## config.mk

```make
export PLATFORM = sky130hd
export DESIGN_NAME = npo_pulse_gen
export DESIGN_NICKNAME = d
export VERILOG_FILES = /design/src/rtl/npo_pkg.sv /design/src/rtl/npo_regs.sv /design/src/rtl/npo_timebase.sv /design/src/rtl/npo_seq.sv /design/src/rtl/npo_pulse_gen.sv
export SDC_FILE = /design/constraint.sdc
export NUM_CORES = 1
export LEC_CHECK = 0
export ABC_AREA = 1
export BUFFER_PORTS_ARGS = -buffer_cell sky130_fd_sc_hd__buf_2
export CELL_PAD_IN_SITES_DETAIL_PLACEMENT = 2
export CELL_PAD_IN_SITES_GLOBAL_PLACEMENT = 2
export CORE_MARGIN = 4
export CORE_UTILIZATION = 31
export CTS_CLUSTER_DIAMETER = 200
export CTS_CLUSTER_SIZE = 40
export DETAILED_ROUTE_END_ITERATION = 7
export GPL_TIMING_DRIVEN = 0
export PLACE_DENSITY_LB_ADDON = 0.1
export SETUP_SLACK_MARGIN = 0.3
export SYNTH_ARGS = -nofsm -noshare
export SYNTH_HDL_FRONTEND = slang
export SYNTH_SLANG_ARGS = --single-unit
```

## constraint.sdc

```tcl
create_clock -name clk -period 1.9 [get_ports clk]
set_input_delay 0.19 -clock clk [delete_from_list [all_inputs] [get_ports clk]]
set_output_delay 0.19 -clock clk [all_outputs]
set_load 0.02 [all_outputs]
```

## src/rtl/npo_pkg.sv

```systemverilog
package npo_pkg;

    typedef enum logic [1:0] {
        ST_IDLE      = 2'd0,
        ST_FALL_WAIT = 2'd1,
        ST_RISE_WAIT = 2'd2
    } npo_state_e;

    localparam int NPO_ADDR_PERIOD = 0;
    localparam int NPO_ADDR_MARGIN = 1;
    localparam int NPO_ADDR_STAGE  = 2;
    localparam int NPO_ADDR_CTRL   = 3;
    localparam int NPO_ADDR_CLEAR  = 4;

endpackage

```

## src/rtl/npo_regs.sv

```systemverilog
module npo_regs
    import npo_pkg::*;
#(
    parameter int CNT_W  = 16,
    parameter int OUT_W  = 8,
    parameter int N_GRP  = 2,
    parameter int ADDR_W = 3,
    parameter int DATA_W = 16
) (
    input  logic              clk,
    input  logic              rst_n,
    input  logic              wr_en,
    input  logic [ADDR_W-1:0] wr_addr,
    input  logic [DATA_W-1:0] wr_data,
    input  logic              cmp_a,
    output logic [CNT_W-1:0]  period_q,
    output logic [CNT_W-1:0]  margin_q,
    output logic [OUT_W-1:0]  stage_q,
    output logic [N_GRP-1:0]  grp_en_q,
    output logic [N_GRP-1:0]  grp_nov_q,
    output logic              run_q,
    output logic              flag_q
);

    localparam int RUN_BIT = 2 * N_GRP;

    logic sel_period, sel_margin, sel_stage, sel_ctrl, sel_clear;

    assign sel_period = wr_en && (wr_addr == ADDR_W'(NPO_ADDR_PERIOD));
    assign sel_margin = wr_en && (wr_addr == ADDR_W'(NPO_ADDR_MARGIN));
    assign sel_stage  = wr_en && (wr_addr == ADDR_W'(NPO_ADDR_STAGE));
    assign sel_ctrl   = wr_en && (wr_addr == ADDR_W'(NPO_ADDR_CTRL));
    assign sel_clear  = wr_en && (wr_addr == ADDR_W'(NPO_ADDR_CLEAR));

    always_ff @(posedge clk or negedge rst_n) begin
        if (!rst_n) begin
            period_q  <= '1;
            margin_q  <= '0;
            stage_q   <= '0;
            grp_en_q  <= '0;
            grp_nov_q <= '0;
            run_q     <= 1'b0;
        end else begin
            if (sel_period) period_q <= wr_data[CNT_W-1:0];
            if (sel_margin) margin_q <= wr_data[CNT_W-1:0];
            if (sel_stage)  stage_q  <= wr_data[OUT_W-1:0];
            if (sel_ctrl) begin
                grp_en_q  <= wr_data[N_GRP-1:0];
                grp_nov_q <= wr_data[2*N_GRP-1:N_GRP];
                run_q     <= wr_data[RUN_BIT];
            end
        end
    end

    // Request flag: a margin match sets it; a write of 1 clears it; set wins.
    always_ff @(posedge clk or negedge rst_n) begin
        if (!rst_n) begin
            flag_q <= 1'b0;
        end else if (cmp_a) begin
            flag_q <= 1'b1;
        end else if (sel_clear && wr_data[0]) begin
            flag_q <= 1'b0;
        end
    end

    // a margin match is always followed by a raised flag
    p_flag_set_r9: assert property (@(posedge clk) disable iff (!rst_n)
        cmp_a |=> flag_q);

    // a clear write of zero never drops the flag
    p_flag_keep_r9: assert property (@(posedge clk) disable iff (!rst_n)
        (flag_q && sel_clear && !wr_data[0]) |=> flag_q);

endmodule

```

## src/rtl/npo_timebase.sv

```systemverilog
module npo_timebase #(
    parameter int CNT_W = 16
) (
    input  logic             clk,
    input  logic             rst_n,
    input  logic             run,
    input  logic [CNT_W-1:0] period,
    input  logic [CNT_W-1:0] margin,
    output logic             cmp_a,
    output logic             cmp_b
);

    localparam logic [CNT_W-1:0] ONE = {{(CNT_W-1){1'b0}}, 1'b1};

    logic [CNT_W-1:0] cnt_q;
    logic             margin_ok;

    assign margin_ok = (margin < period);
    assign cmp_b     = run && (cnt_q == period);
    assign cmp_a     = run && margin_ok && (cnt_q == margin);

    always_ff @(posedge clk or negedge rst_n) begin
        if (!rst_n) begin
            cnt_q <= '0;
        end else if (!run || cmp_b) begin
            cnt_q <= '0;
        end else begin
            cnt_q <= cnt_q + ONE;
        end
    end

    // the counter restarts from zero after a period match
    p_clear_r1: assert property (@(posedge clk) disable iff (!rst_n)
        cmp_b |=> (cnt_q == '0));

    // the two match events never coincide
    p_events_apart_r8: assert property (@(posedge clk) disable iff (!rst_n)
        !(cmp_a && cmp_b));

endmodule

```

## src/rtl/npo_seq.sv

```systemverilog
module npo_seq
    import npo_pkg::*;
#(
    parameter int GRP_W = 4,
    parameter int N_GRP = 2
) (
    input  logic                   clk,
    input  logic                   rst_n,
    input  logic                   run,
    input  logic                   cmp_a,
    input  logic                   cmp_b,
    input  logic [GRP_W*N_GRP-1:0] stage,
    input  logic [N_GRP-1:0]       grp_en,
    input  logic [N_GRP-1:0]       grp_nov,
    output logic [GRP_W*N_GRP-1:0] pulse_q
);

    localparam int OUT_W = GRP_W * N_GRP;

    npo_state_e       state_q, state_d;
    logic [OUT_W-1:0] en_bits, nov_bits, cand, pulse_d;

    for (genvar g = 0; g < N_GRP; g++) begin : g_mask
        assign en_bits[g*GRP_W +: GRP_W]  = {GRP_W{grp_en[g]}};
        assign nov_bits[g*GRP_W +: GRP_W] = {GRP_W{grp_nov[g]}};
    end

    // state register
    always_ff @(posedge clk or negedge rst_n) begin
        if (!rst_n) state_q <= ST_IDLE;
        else        state_q <= state_d;
    end

    // transitions: start, fall, rise, late, stop
    always_comb begin
        state_d = state_q;
        unique case (state_q)
            ST_IDLE:      if (run)        state_d = ST_FALL_WAIT;
            ST_FALL_WAIT: if (!run)       state_d = ST_IDLE;
                          else if (cmp_b) state_d = ST_RISE_WAIT;
            ST_RISE_WAIT: if (!run)       state_d = ST_IDLE;
                          else if (cmp_a) state_d = ST_FALL_WAIT;
                          else if (cmp_b) state_d = ST_RISE_WAIT;
            default:                      state_d = ST_IDLE;
        endcase
    end

    // output candidate per state, then masked by group enables
    always_comb begin
        cand = pulse_q;
        unique case (state_q)
            ST_IDLE: cand = pulse_q;
            ST_FALL_WAIT: begin
                if (cmp_b) cand = (nov_bits & pulse_q & stage) | (~nov_bits & stage);
            end
            ST_RISE_WAIT: begin
                if (cmp_b)      cand = stage;
                else if (cmp_a) cand = (nov_bits & (pulse_q | stage)) | (~nov_bits & pulse_q);
            end
            default: cand = pulse_q;
        endcase
        pulse_d = (cand & en_bits) | (pulse_q & ~en_bits);
    end

    always_ff @(posedge clk or negedge rst_n) begin
        if (!rst_n) pulse_q <= '0;
        else        pulse_q <= pulse_d;
    end

    // no two-step bit rises at the period match
    p_no_rise_at_fall_r3: assert property (@(posedge clk) disable iff (!rst_n)
        (cmp_b && state_q == ST_FALL_WAIT) |=>
        ((pulse_q & ~$past(pulse_q) & $past(nov_bits & en_bits)) == '0));

    // no bit falls at the margin match
    p_rise_only_r4: assert property (@(posedge clk) disable iff (!rst_n)
        (cmp_a && state_q == ST_RISE_WAIT) |=> ((~pulse_q & $past(pulse_q)) == '0));

    // disabled groups never move
    p_disabled_hold_r6: assert property (@(posedge clk) disable iff (!rst_n)
        (((pulse_q ^ $past(pulse_q)) & ~$past(en_bits)) == '0));

    // without a match event the output is stable
    p_quiet_r2: assert property (@(posedge clk) disable iff (!rst_n)
        !(cmp_a || cmp_b) |=> $stable(pulse_q));

endmodule

```

## src/rtl/npo_pulse_gen.sv

```systemverilog
module npo_pulse_gen
    import npo_pkg::*;
#(
    parameter int CNT_W  = 16,
    parameter int GRP_W  = 4,
    parameter int N_GRP  = 2,
    parameter int ADDR_W = 3,
    parameter int DATA_W = 16
) (
    input  logic                   clk,
    input  logic                   rst_n,
    input  logic                   wr_en,
    input  logic [ADDR_W-1:0]      wr_addr,
    input  logic [DATA_W-1:0]      wr_data,
    output logic [GRP_W*N_GRP-1:0] pulse_out,
    output logic                   req_flag
);

    localparam int OUT_W = GRP_W * N_GRP;

    logic [CNT_W-1:0] period, margin;
    logic [OUT_W-1:0] stage;
    logic [N_GRP-1:0] grp_en, grp_nov;
    logic             run, cmp_a, cmp_b;

    npo_regs #(
        .CNT_W(CNT_W), .OUT_W(OUT_W), .N_GRP(N_GRP),
        .ADDR_W(ADDR_W), .DATA_W(DATA_W)
    ) u_regs (
        .clk(clk), .rst_n(rst_n),
        .wr_en(wr_en), .wr_addr(wr_addr), .wr_data(wr_data),
        .cmp_a(cmp_a),
        .period_q(period), .margin_q(margin), .stage_q(stage),
        .grp_en_q(grp_en), .grp_nov_q(grp_nov), .run_q(run),
        .flag_q(req_flag)
    );

    npo_timebase #(.CNT_W(CNT_W)) u_time (
        .clk(clk), .rst_n(rst_n), .run(run),
        .period(period), .margin(margin),
        .cmp_a(cmp_a), .cmp_b(cmp_b)
    );

    npo_seq #(.GRP_W(GRP_W), .N_GRP(N_GRP)) u_seq (
        .clk(clk), .rst_n(rst_n), .run(run),
        .cmp_a(cmp_a), .cmp_b(cmp_b),
        .stage(stage), .grp_en(grp_en), .grp_nov(grp_nov),
        .pulse_q(pulse_out)
    );

endmodule

```

# Word level (Yosys, flattened, before mapping)

Cells that the tools add are included.
Widths: inputs -> output; s select.

Flip-flop bits (word level): 72
Logic and storage cells: 61

Add/sub/neg operators: 1
Reductions and logical operators: 14
Bitwise gates (word level): 13
Magnitude comparators: 1
Equality and inequality tests: 9
Mux-type cells: 13

Operator list:

| kind                  | count |
|---|---|
| $and 8x8->8           | 7 |
| $eq 16x16->1          | 2 |
| $or 8x8->8            | 4 |
| $mux 8                | 3 |
| $add 16x1->16 const B | 1 |
| $lt 16x16->1          | 1 |
| $mux 16               | 1 |
| $not 8->8             | 2 |
| $pmux 8 s2            | 1 |
| $mux 2                | 5 |
| $logic_and 1x1->1     | 9 |
| $eq 3x2->1 const B    | 2 |
| $pmux 2 s3            | 1 |
| $eq 3x1->1 const B    | 1 |
| $eq 3x3->1 const B    | 1 |
| $logic_not 3->1       | 1 |
| $eq 2x1->1 const B    | 1 |
| $eq 2x2->1 const B    | 1 |
| $logic_not 2->1       | 1 |
| $mux 1                | 2 |
| $ne 2x2->1 const B    | 1 |
| $reduce_bool 2->1     | 1 |
| $logic_not 1->1       | 1 |
| $logic_or 1x1->1      | 1 |

# Logic depth before layout (Yosys ltp)

Depth in word-level cells: 8
Mapped depth: 15
Gate-level depth less buffers: 15

# Modules after synthesis

Synthesis repeated with hierarchy kept, for this count alone.

Cells, all modules: 554
Area total of the unflattened synthesis: 4369.2 um^2

By module, submodules not included:

| module       | instances | area each (um^2) | seq. area each (um^2) | cells an instance |
|---|---|---|---|---|
| npo_regs     | 1         | 1970.6           | 1171.1                | 210 |
| npo_timebase | 1         | 1685.4           | 400.4                 | 237 |
| npo_seq      | 1         | 713.2            | 250.2                 | 107 |

# Least setup slack after synthesis

OpenSTA, ideal clock, no wires.

Path type: register to register
From: reg u_regs.period_q[13]
To: reg u_seq.state_q[1]
Arrival time: 1.727 ns
Data required time: 1.774 ns
Setup slack: 0.047 ns
Setup time: 0.126 ns
Stages on the path, launching flop included: 11
Cell sequence: dfstp_2 inv_1 ha_1 a21oi_1 nor2_1 nor3_1 nand2_1 nor2_2 nand2_1 nor2_1 o21ai_0

Longest elaborated chain between the ends: 6
Elaborated cells on any way between the ends: 10
Classes of those cells: order compare (1); eq/ne (1); mux (5); reduce/logical (3)

RTL lines:

| item                                                | RTL line                               | RTL |
|---|---|---|
| start: declaration                                  | npo_regs.sv:16                         | `output logic [CNT_W-1:0] period_q,` |
| start signal: assignment                            | npo_regs.sv:44                         | `if (sel_period) period_q <= wr_data[CNT_W-1:0];` |
| $lt 16x16->1 / $eq 16x16->1 (equally long branches) | npo_timebase.sv:18, npo_timebase.sv:19 |  |
| $logic_and 1x1->1, on equally long branches         | npo_timebase.sv:20, npo_timebase.sv:19 |  |
| $logic_and 1x1->1 / $mux 2 (equally long branches)  | -                                      |  |
| $mux 2                                              | npo_seq.sv:42                          | `else if (cmp_a) state_d = ST_FALL_WAIT;` |
| $mux 2                                              | npo_seq.sv:41                          | `ST_RISE_WAIT: if (!run) state_d = ST_IDLE;` |
| $pmux 2 s3 (*)                                      | npo_seq.sv:37                          | `unique case (state_q)` |
| end signal: assignment                              | npo_seq.sv:31                          | `else state_q <= state_d;` |
| end: declaration                                    | npo_seq.sv:20                          | `npo_state_e state_q, state_d;` |

Mark *: on every way between the ends. The rest lies on a longest branch, timed or not.
A chain may end at the register's enable or synchronous reset.

==> metrics.md <==
| Metric | Value |
|---|---|
| I/O Buffers | `30` |
| Starting Density | `0.318` |
| Most area-consuming cells after synthesis | `dfrtp_1, nand2_1, dfstp_2, inv_1, o21ai_0` |
| Num CTS Buffers | `9` |
| Largest stage delay, worst path | `~560 ps` |
| Router iterations before antenna repair | `4` |
| Post-Syn Nets | `630` |
| Die ar. | `roughly 0.016 mm^2` |
| Critical-path top delay cell | `dfstp_2` |
| Fin nets | `723` |
| CTS Buffer Depth | `2` |
| CTS sink cnt | `72` |
| Synth unique cells | `26` |
| Routed Antenna Nets | `0` |
| PD cells | `about 960 mW/mm^2` |
| Maxcap violations | `0` |
| Switching share of power | `0.369` |
| # diodes | `0` |
| Critical Path RT | `2130 ps` |
| GRT Util Overall | `0.211` |
| Post-Syn Area | `about 0.0043 mm^2` |
| Switching power | `between 2 and 2.5 mW` |
| Post-synth top area share | `0.330` |
| RSZ-0062 raised after global routing | `true` |
| # IOs | `31` |
| Post-route minimum period | `roughly 2000 ps` |
| Placed instance area | `about 0.0047 mm^2` |
| Crit path max fanout | `5` |
| Top Family by Delay on Critical Path | `flip-flops` |
| Post-synth ARST share | `1.00` |
| Cell area after layout | `around 0.006 mm^2` |
| Worst-skew pair later-pin latency | `350 ps` |
| Pins Over Slew Limit | `0` |
| Violated checks | `setup timing` |
| Clk network pwr share | `0.304` |
| Hpwl dp | `about 11 mm` |
| Pint | `3.53 mW` |
| Post-route DRC | `0` |
| Congestion Overflow GR | `0` |
| Design Power | `5.60 mW` |
| Die height | `approximately 130 um` |
| Fin. Hold Viols | `0` |
| Final Worst Setup Slack | `-131 ps` |
| Main synth FF type | `dfrtp_1` |
| CTS root buffer | `clkbuf_16` |
| Status | `finished with violations` |
| Wirelength per Cell | `a little under 20 um` |
| Fin crit share | `1.07` |
| Worst setup SP type | `flip-flop` |
| Synth Warn # | `0` |
| VDD IR-drop max | `roughly 0.47 mV` |
| Layout cells sized above 1 | `0.318` |
| Flop pwr share | `0.363` |
| CP bufs+invs | `2` |
| Post-synthesis sequential area ratio | `0.429` |
| DRT Wirelength | `approximately 17 mm` |
| Arrival time worst endpoint | `~2300 ps` |
| Fmax | `just under 500 MHz` |
| Mapped Cells | `slightly below 600` |
| First-pass GRT wire length | `between 20 and 30 mm` |
| Final clock skew | `6.31 ps` |
| Leakage power total | `approximately 2.9 nW` |
| Logic pwr share | `0.333` |
| Core ar. | `around 0.013 mm^2` |
| Reg clk slew, reported paths | `around 60 ps` |
| CP cell instances | `inv_1, ha_1, inv_1, o31a_1, nand2_4, nand2_8, nand4_1, nand2_1, nand2_1, nand2_1` |
| Slew HR | `0.453` |
| Tightest Hold Check Type | `in -> reg` |
| Initial antenna violation count | `1` |
| Setup Viol. Count Final | `14` |
| GP Congestion | `about 0.77` |
| Initial drt markers | `between 150 and 200` |
| Most frequent CP cell | `nand2_1` |
| Routed vias/inst | `a little over 5` |
| CP Class | `reg -> reg` |
| Largest net degree at the start of global routing | `46` |
| Yosys reg bits | `between 70 and 80` |
| Total number of vias | `4365` |
| CP Capture Type | `flip-flop` |
| Worst-Margin Slew | `820 ps` |
| H-tree levels | `3` |
| Std-Cell Rows | `42` |
| EDFF count, synth | `0` |
| Final core occ | `0.439` |
| Vias in the first global route | `between 4000 and 5000` |
| Area leader, netlist | `dfrtp_1` |
| CTS tree | `done` |
| Syn avg cell area | `approximately 7.2 um^2` |
| Die W | `125 um` |
| Area Overhead vs Synth | `37.8%` |
-- power groups by stage --
stage / clock network (mW) / registers (mW) / logic (mW)
floorplan: 0 / 1.98 / 0.846
global placement: 0 / 2.03 / 1.17
detailed placement: 0 / 2.05 / 1.25
CTS: 1.72 / 2.03 / 1.66
global route: 1.81 / 2.06 / 2.07
finish: 1.70 / 2.03 / 1.86
-- cells in the mapped netlist, drive strengths merged, types with 11 or more instances --
| master | number |
|---|---|
| a21oi | 30 |
| dfrtp | 56 |
| dfstp | 16 |
| ha | 20 |
| inv | 88 |
| nand2 | 198 |
| nand3 | 11 |
| nand4 | 16 |
| nor2 | 57 |
| nor3 | 11 |
| o21ai | 53 |
-- stage by stage --
stage,TNS (ps),std cells,setup slack [ps],hold slack [ps]
after floorplan,0,588,201,-106
after global placement,-5920,794,-381,425
after detailed placement,-7050,795,-422,158
after CTS,-885,848,-147,72.2
after global routing,-2900,862,-232,83.8
final,-984,862,-131,75.8
-- worst min-delay path, cell delays in order --
cell,delay [ps]
buf_2,90
inv_1,50
o21ai_0,80
-- cells in the final DEF (no fill, tap or decap), types with 5 or more instances in the layout --
cell type	n
inv_1	70
dfstp_2	16
buf_2	29
nand4_1	16
nor2_1	36
buf_4	31
nand2_2	20
nor3_2	5
ha_4	10
nand2_1	172
dfrtp_1	52
clkbuf_16	9
inv_2	16
o21ai_0	46
nand3_1	8
nor2_2	11
a21oi_1	25
nand2_4	6
buf_6	18
nor2_4	10
clkbuf_1	10
ha_1	8
xor2_1	9
-- cells by family (layout without fill, tap and decap cells) --
logic type / count (synthesis) / count (layout) / synth area share
and+or+nand+nor: 296 / 297 / 0.289
buffers and inverters: 101 / 197 / 0.0942
AOI/OAI and AO/OA: 86 / 87 / 0.103
DFF: 72 / 72 / 0.429
adders and majority gates: 20 / 20 / 0.0589
xor gates and xnor gates: 13 / 13 / 0.0268
-- metal layers --
layer	track usage	wire length (um)	vias to the layer above
li1	-	-	2040
met1	0.282	7810	2247
met2	0.357	8410	59
met3	0.0273	435	19
met4	0.0638	309	0
met5	0	0	-
-- cell type report --
cell class                 instances  area (um^2)
multi-input combinational        417         2470
timing repair inverter             1         7.51
fill                            1549         7490
clock buffer                      14          274
buffer                            13         70.1
inverter                          88          345
sequential                        72         1830
clock inverter                     2         12.5
timing repair buffer              79          628
tap                              176          220
-- worst paths after layout --
kind	startpoint	to	slack, ps	depth (start not counted)
setup / recovery	u_regs.period_q[10]$_DFFE_PN1P_	flip-flop	-130	10
hold / removal	wr_data[12]	u_regs.period_q[12]$_DFFE_PN1P_	80	3
setup reg to reg	u_regs.period_q[10]$_DFFE_PN1P_	flip-flop	-130	10
hold reg to reg	u_regs.flag_q$_DFFE_PN0P_	u_regs.flag_q$_DFFE_PN0P_	480	2
max in group asynchronous	rst_n	u_regs.period_q[3]$_DFFE_PN1P_	940	3
min in group asynchronous	rst_n	u_regs.margin_q[10]$_DFFE_PN0P_	320	2
-- repair_timing --
| item | 4_1_cts | 5_1_grt |
|---|---|---|
| pin swaps | 40 | 37 |
| cloned | 3 | 0 |
| hold buffers | 1 | 0 |
| buffers inserted | 33 | 14 |
| setup endpoints to repair | 27 | 27 |
| hold endpoints to repair | 18 | 0 |
| gates resized for setup | 81 | 42 |
Note: power is estimated with default switching activity, not from simulation.
